`src/rtl/ext_irq_edge_flags.sv`:
```
module ext_irq_edge_flags #(
  parameter logic [7:0] REG_ADDR    = 8'hAD,
  parameter int         SYNC_STAGES = 2
) (
  input  logic       clk,
  input  logic       rst_n,
  input  logic [7:0] sfr_addr,
  input  logic       sfr_wr,
  input  logic [7:0] sfr_wdata,
  output logic [7:0] sfr_rdata,
  input  logic [1:0] ext_pin,
  output logic [1:0] irq_req
);
  localparam int WARM = SYNC_STAGES + 1;
  localparam int WW   = $clog2(WARM + 1);

  logic [WW-1:0] warm;
  logic [1:0]    smp, last, edge_sel, pend, edge_hit;
  logic          warm_done, reg_hit, wr_hit;

  genvar g;
  generate
    for (g = 0; g < 2; g++) begin : g_sync
      logic [SYNC_STAGES-1:0] chain;
      always_ff @(posedge clk or negedge rst_n)
        if (!rst_n) chain <= '0;
        else        chain <= {chain[SYNC_STAGES-2:0], ext_pin[g]};
      assign smp[g] = chain[SYNC_STAGES-1];
    end
  endgenerate

  assign warm_done = (warm == WARM[WW-1:0]);
  assign reg_hit   = (sfr_addr == REG_ADDR);
  assign wr_hit    = sfr_wr & reg_hit;
  assign edge_hit  = warm_done ? ((edge_sel & smp & ~last) | (~edge_sel & ~smp & last)) : 2'b00;

  always_ff @(posedge clk or negedge rst_n)
    if (!rst_n) begin
      warm     <= '0;
      last     <= '0;
      edge_sel <= '0;
      pend     <= '0;
    end else begin
      if (!warm_done) warm <= warm + 1'b1;
      last <= smp;
      if (wr_hit) edge_sel <= sfr_wdata[3:2];
      pend <= edge_hit | (wr_hit ? (pend & sfr_wdata[7:6]) : pend);
    end

  assign sfr_rdata = reg_hit ? {pend, 2'b00, edge_sel, 2'b00} : 8'h00;
  assign irq_req   = pend;
endmodule


```
`config.mk`:
```
export PLATFORM = sky130hd
export DESIGN_NAME = ext_irq_edge_flags
export DESIGN_NICKNAME = d
export VERILOG_FILES = /design/src/rtl/ext_irq_edge_flags.sv
export SDC_FILE = /design/constraint.sdc
export NUM_CORES = 1
export LEC_CHECK = 0
export BUFFER_PORTS_ARGS = -buffer_cell sky130_fd_sc_hd__buf_2
export CORE_MARGIN = 8
export CORE_UTILIZATION = 41
export DETAILED_ROUTE_END_ITERATION = 12
export PLACE_DENSITY = 0.8
export SLEW_MARGIN = 20
export SYNTH_ARGS = -nofsm -noshare
export SYNTH_HDL_FRONTEND = slang
export SYNTH_SLANG_ARGS = --single-unit
```
`constraint.sdc`:
```
create_clock -name clk -period 1.3 [get_ports clk]
set_clock_uncertainty 0.05 [all_clocks]
set_input_delay 0.195 -clock clk [delete_from_list [all_inputs] [get_ports clk]]
set_output_delay 0.195 -clock clk [all_outputs]
set_load 0.02 [all_outputs]
```
---- Word-level counts from Yosys, hierarchy flattened ----
Index checks and enable logic that the tools add are counted.
storage, ports and cells
  bits in registers ....................... 12
  output and inout bits ................... 10
operators by class
  add/subtract/negate cells ............... 1
  equal/unequal tests ..................... 2
  muxes and demuxes ....................... 3
  bitwise gates (word level) .............. 11
operator list
  cell                 number
  $and 2x2->2          5
  $eq 8x8->1 const B   1
  $mux 8               1
  $not 2->2            3
  $mux 2               2
  $or 2x2->2           2
  $add 2x1->2 const B  1
  $eq 2x2->1 const B   1
  $and 1x1->1          1

---- Depth between registers and ports, before layout ----
Gate-level depths: netlist of run 1.
  depth after elaboration ................. 6
  depth in mapped cells ................... 3
  depth with buffers taken out ............ 3

---- Worst setup path after synthesis of run 1 ----
OpenSTA, ideal clock, no wires.
  path kind ............................... register -> output
  from .................................... register pend[0] (netlist: irq_req[0])
  to ...................................... output port sfr_rdata[6]
  data arrival time ....................... 1020 ps
  data required time ...................... 1055 ps
  setup slack ............................. 35 ps
  stages on the path, launching flop included .. 3
  path buffers ............................ 0
  cells stage by stage .................... dfrtp_1 -> inv_1 -> nor3_1
on the way
  word-level cells in the longest chain between the ends .. 1
RTL lines
  what                    line  source
  start, declared         18    logic [1:0] smp, last, edge_sel, pend, edge_hit;
  start signal, assigned  47    pend <= edge_hit | (wr_hit ? (pend & sfr_wdata[7:6]) : pend);
  $mux 8                  50    assign sfr_rdata = reg_hit ? {pend, 2'b00, edge_sel, 2'b00} : 8'h00;
  end, declared           10    output logic [7:0] sfr_rdata,
No other way between the ends.

---- Final worst setup path of run 1 ----
  from .................................... input port sfr_addr[1]
  to ...................................... output port sfr_rdata[7]
on the way
  word-level cells in the longest chain between the ends .. 2
RTL lines
  what             line  source
  start, declared  7     input logic [7:0] sfr_addr,
  $eq 8x8->1       33    assign reg_hit = (sfr_addr == REG_ADDR);
  $mux 8           50
No other way between the ends.

==> out/metrics.cfg, run 1 <==
[worst_setup_path]
r2r-start = warm[0]$_DFFE_PN0N_
arrival_ps = 990
path_class = in -> out
crit_chain = buf_2 > nand4bb_4 > nor3_2 > buf_4
max_stage_delay_ps = 290
cp_max_fo = 6
crit_path_end_kind = output pin
r2r_slack_ps = 180
cp-start-kind = input pin
reg2reg_depth = 2
r2r-end = warm[1]$_DFFE_PN0N_
required_ps = 1050
cpMaxStageDelayCell = nand4bb_4

[synth]
synth.avg_cell_area_sq_um = 12.9
yosys.area.top_type = dfrtp_1
syn-cell-area_sq_um = 557
ys_seq_area_share_pct = 53.9
syn_inst = 43
ys_types = 19
ys_warn_count = 0
synth_area_leaders = dfrtp_1 54%, buf_4 5.4%, nand4bb_4 4.9%
synth_top_area_share_pct = 53.9
synth-seq-cells = 12

[clock_tree]
cts_setup_buffers = 0
cts_tree = built
cts_inserted_buffers = 3
insertion_delay_ps = 260
cts.htree.levels = 1
clk_path_buf_depth = 2
clock_sinks = 12
clkTransAtPathRegs_ps = 70
cts-root-buf = clkbuf_4

[power]
p_per_area_mw_per_mm2 = 999
vdd_ir_drop_max_mv = 0.530
leakage_nw = 0.367

[global_routing]
grt_util_met2_pct = 9.77
grt_pass1_wl_microns = 1440
first_global_vias = 356
grt_usage_pct = 7.18
top_usage_layer = met2
met1_usage_pct = 7.59
grt_overflow = 0
grt_use_met3_pct = 3.36
antenna_found_initial = 0
grt_max_degree = 13

[min_path]
hold_end = edge_sel[1]$_DFFE_PN0N_
holdPathStages = 2
hp-class = in -> reg
hold_start = sfr_wdata[3]

[sta]
setup-tns-final_ps = 0
setup_violations = 0
slew_viol_final = 0
rsz0062_at_grt = false
setup_ws_ps = 64.1
finalCritPeriodShare_pct = 95.1
finalHoldViolations = 0
fmax_mhz = 809
min_period_ps = 1240

[cells_and_area]
final_util_pct = 58.4
nets = 94
insertedDiodeCount = 0
area_delta_synth_final_pct = 34.8
fin_cells = 86
drive_gt1_share_pct = 46.5
n_fill_cell = 116
layout_common_cells = 20 x buf_2, 12 x dfrtp_1, 4 x conb_1
final_common_cell = buf_2

[run_status]
status = completed

[floorplanning]
fp-row-count = 13
start_util_pct = 43.3
die_w_microns = 52.9
coreArea_sq_mm = 0.00128
die_area_sq_mm = 0.00279
die_h_microns = 52.9
io_pins = 31

[placed_design]
port_buffers = 22
preCtsSetupSlack_ps = 48.2
place_hpwl_microns = 827
placed_cells_incl_taps = 79
finalWeightedCongestion = 0.815

[routing]
drc = 0
dr.first_iter.drc_count = 1
ant_nets = 0
vias = 408
wl_microns = 1060
wire_per_inst_microns = 12.3
first_pass_iters = 2
vias_per_cell = 4.74

[run]
maxCapViolCount = 0

==> report_power, final <==
part	leakage (nW)	switching [mW]	internal [mW]
logic	0.214	0.0385	0.0357
clock network	0.0210	0.114	0.170
registers	0.133	0.00663	0.386
total	0.367	0.159	0.592
==> critical path, delay by kind of cell <==
family,cells,cell delay (ps)
buffers and inverters,2,260
and+or+nand+nor,2,530
==> worst max path at each step <==
stage	slack (ps)	start	end
after detailed placement	50	sfr_addr[1]	edge_sel[0]$_DFFE_PN0N_
after floorplan	30	irq_req[0]$_DFF_PN0_	sfr_rdata[6]
after global placement	60	sfr_addr[1]	edge_sel[0]$_DFFE_PN0N_
after global routing	5	sfr_addr[1]	sfr_rdata[3]
final	60	sfr_addr[1]	sfr_rdata[7]
after CTS	20	irq_req[0]$_DFF_PN0_	sfr_rdata[6]
==> repair_timing <==
action / 4_1_cts / 5_1_grt
hold buffers: 3 / 0
gates resized for setup: 0 / 5
hold endpoints to repair: 14 / 0
setup endpoints to repair: 0 / 2
==> cell families after synthesis <==
family          share of synthesized area (%)
fa+ha+maj                                2.25
compound gates                           5.39
simple gates                             22.7
flops                                    53.9
buf+inv                                  7.42
xor+xnor                                 1.57
other cells                             0.674
mux                                      6.07
==> per-stage QoR <==
step / total power [mW] / hold WS [ps] / area (sq um)
after floorplan: 0.438 / -151 / 568
after global placement: 0.465 / 28.5 / 667
after detailed placement: 0.467 / 32.3 / 667
after CTS: 0.764 / 87.9 / 733
after global routing: 0.799 / 83.0 / 751
final: 0.750 / 96.3 / 751
==> cell usage after synthesis, drive strengths merged <==
library cell and n:
o22ai 2, ha 1, and2 2, buf 4, nor4 2, conb 1, xnor2 1, nand4b 1
o2bb2ai 2, nand2 2, nor2 1, nand2b 2, dfrtp 12, mux2 3, nand4bb 1, nor3 3
inv 3
==> sequential cells by signal, summed over array words and instances (netlist names) <==
register and flops:
g_sync.chain 4, edge_sel 2, irq_req 2, last 2
warm 2
==> final cells by class <==
cell class,count,area (sq um),share of cell area (%)
clock buffer,4,36.3,4.83
multi-input combinational,27,239,31.8
sequential,12,300,40.0
inverter,3,11.3,1.50
tap,15,18.8,2.50
timing repair buffer,25,145,19.3
==> layer usage <==
metal / wire length (microns) / up-vias
met5: 0 / -
met2: 457 / 23
met3: 170 / 5
li1: - / 198
met1: 393 / 182
met4: 33 / 0
Note: power is estimated with default switching activity, not from simulation.
==> run 2, diff against run 1 <==
Settings changed: CORE_ASPECT_RATIO set to 0.7, CORE_UTILIZATION 41 to 25, PLACE_DENSITY 0.8 to 0.55.
==> run 2 against run 1 <==
Hold slack got worse by 5.2 ps. Register-to-register slack about the same. Critical path depth is 1 lower. Sequential power is essentially flat. Clock power is 24% lower. Setup slack lost 27 ps. Global-route usage down 1.1 points. Routed wire length increased by 17%. Die area rose by 44%. Power shrank 8.1%. Clock-buffer cell count decreased by 1.
==> out/metrics.cfg, run 2 (synthesis results as in run 1) <==
[power]
p_per_area_mw_per_mm2 = 880  ; -12%
leakage_nw = 0.373  ; +1.5%
vdd_ir_drop_max_mv = 0.611  ; +15%

[clock_tree]
cts.htree.levels = 1  ; unchanged
clk_path_buf_depth = 2  ; unchanged
insertion_delay_ps = 270  ; about the same
clock_sinks = 12  ; unchanged
cts_inserted_buffers = 3  ; unchanged
cts-root-buf = clkbuf_4
cts_tree = built
clkTransAtPathRegs_ps = 70  ; about the same

[floorplanning]
coreArea_sq_mm = 0.00214  ; +66%
fp-row-count = 14  ; +1
io_pins = 31  ; unchanged
start_util_pct = 26.1  ; -17 points
die_area_sq_mm = 0.00402  ; +44%
die_h_microns = 55.5  ; +5.0%
die_w_microns = 72.4  ; +37%

[routing]
ant_nets = 0  ; unchanged
wire_per_inst_microns = 11.8  ; -3.4%
vias_per_cell = 3.95  ; -17%
vias = 411  ; +0.74%
wl_microns = 1230  ; +17%
first_pass_iters = 4  ; +2
drc = 0  ; unchanged
dr.first_iter.drc_count = 5  ; +4

[worst_setup_path]
cp-start-kind = register
max_stage_delay_ps = 340  ; +50 ps
cpMaxStageDelayCell = dfrtp_1
r2r-start = warm[0]$_DFFE_PN0N_
critPathLaunch = irq_req[1]$_DFF_PN0_
arrival_ps = 1020  ; +30 ps
r2r-end = warm[1]$_DFFE_PN0N_
crit_path_end = sfr_rdata[7]
crit_chain = inv_1 > nor3_2 > buf_4
required_ps = 1050  ; about the same
path_class = reg -> out
cp_max_fo = 2  ; -4
r2r_slack_ps = 180  ; about the same
crit_path_end_kind = output pin
reg2reg_depth = 2  ; unchanged

[cells_and_area]
finalInstanceArea_sq_um = 783  ; +4.3%
layout_common_cells = 20 x buf_2, 12 x dfrtp_1, 4 x conb_1
n_fill_cell = 240  ; +110%
final_common_cell = buf_2
drive_gt1_share_pct = 47.2  ; +0.74 points
area_delta_synth_final_pct = 40.7
insertedDiodeCount = 0  ; unchanged
multiInputGateArea_sq_um = 245  ; +2.6%
nets = 96  ; +2.1%
final_util_pct = 36.7  ; -22 points
max_flop_register = g_sync.chain
regArea_sq_um = 300  ; unchanged
largest_reg_flops = 4  ; unchanged

[min_path]
hp-class = in -> reg

[sta]
finalCritPeriodShare_pct = 97.2  ; +2.1 points
finalHoldViolations = 0  ; unchanged
whs_ps = 91.1  ; -5.20 ps
setup_violations = 0  ; unchanged
fmax_mhz = 792  ; -2.1%
min_period_ps = 1260  ; +27.1 ps
slew_viol_final = 0  ; unchanged

[global_routing]
grt_use_met3_pct = 5.04  ; +1.7 points
met1_usage_pct = 5.54  ; -2.0 points
antenna_found_initial = 0  ; unchanged
grt_overflow = 0  ; unchanged
grt_util_met2_pct = 10.8  ; +1.0 points
grt_usage_pct = 6.08  ; -1.1 points
first_global_vias = 440  ; +24%
grt_pass1_wl_microns = 1920  ; +33%
grt_max_degree = 13  ; unchanged
top_usage_layer = met2

[placed_design]
finalWeightedCongestion = 0.696  ; -15%
port_buffers = 22  ; unchanged
placed_cell_area_sq_um = 688  ; +3.2%

[run_status]
status = completed

[run]
maxCapViolCount = 0  ; unchanged

-- run 2: cell count changes in the layout (fill, tap and decap cells not counted), sizes merged --
| cell | before | now |
|---|---|---|
| buf | 22 | 24 |
| clkbuf | 4 | 3 |
-- run 2: area by class of cell --
class,instances,share of cell area (%)
sequential,12,38.3
multi-input combinational,27,31.3
timing repair buffer,27,20.9
tap,32,5.11
clock buffer,3,2.88
inverter,3,1.44
-- run 2: worst min path at each step --
stage / start / to / slack (ps) / cells after the start
detailed placement: rst_n / warm[1]$_DFFE_PN0N_ / 40 / 1
finish: sfr_wdata[2] / edge_sel[0]$_DFFE_PN0N_ / 90 / 2
CTS: sfr_wdata[2] / edge_sel[0]$_DFFE_PN0N_ / 100 / 2
floorplan: rst_n / edge_sel[0]$_DFFE_PN0N_ / -150 / 0
global placement: rst_n / warm[1]$_DFFE_PN0N_ / 30 / 1
global route: sfr_wdata[2] / edge_sel[0]$_DFFE_PN0N_ / 90 / 2
-- run 2: timing repair --
action | in CTS | in global routing
buffers inserted | 0 | 2
hold buffers | 3 | 0
setup endpoints to repair | 1 | 4
endpoints found under the hold margin | 14 | 0
resized for setup | 2 | 5
gates cloned | 0 | 0
pin swaps | 0 | 2
-- run 2: power breakdown --
part | internal (mW) | switching [mW]
clock | 0.107 | 0.110
sequential | 0.386 | 0.00735
combinational | 0.0370 | 0.0420
-- run 2: worst max-delay path: cells and delay by family (launching register included) --
kind	cells	cell delay, ps
DFF	1	340
and+or+nand+nor	1	180
buffers and inverters	2	230
-- run 2: layer usage --
layer  wire [microns]  vias to the layer above
met1              436                      188
met5                0                        -
met2              607                       20
li1                 -                      203
met3              188                        0
met4                0                        0
-- run 2: through the flow --
step	setup WS, ps	TNS, ps	power [mW]	instances
after floorplan	34.7	0	0.438	46
after global placement	57.9	0	0.466	96
after detailed placement	51.6	0	0.470	96
after CTS	8.02	0	0.693	102
after global routing	-7.02	-7.02	0.721	104
final	37.0	0	0.689	104
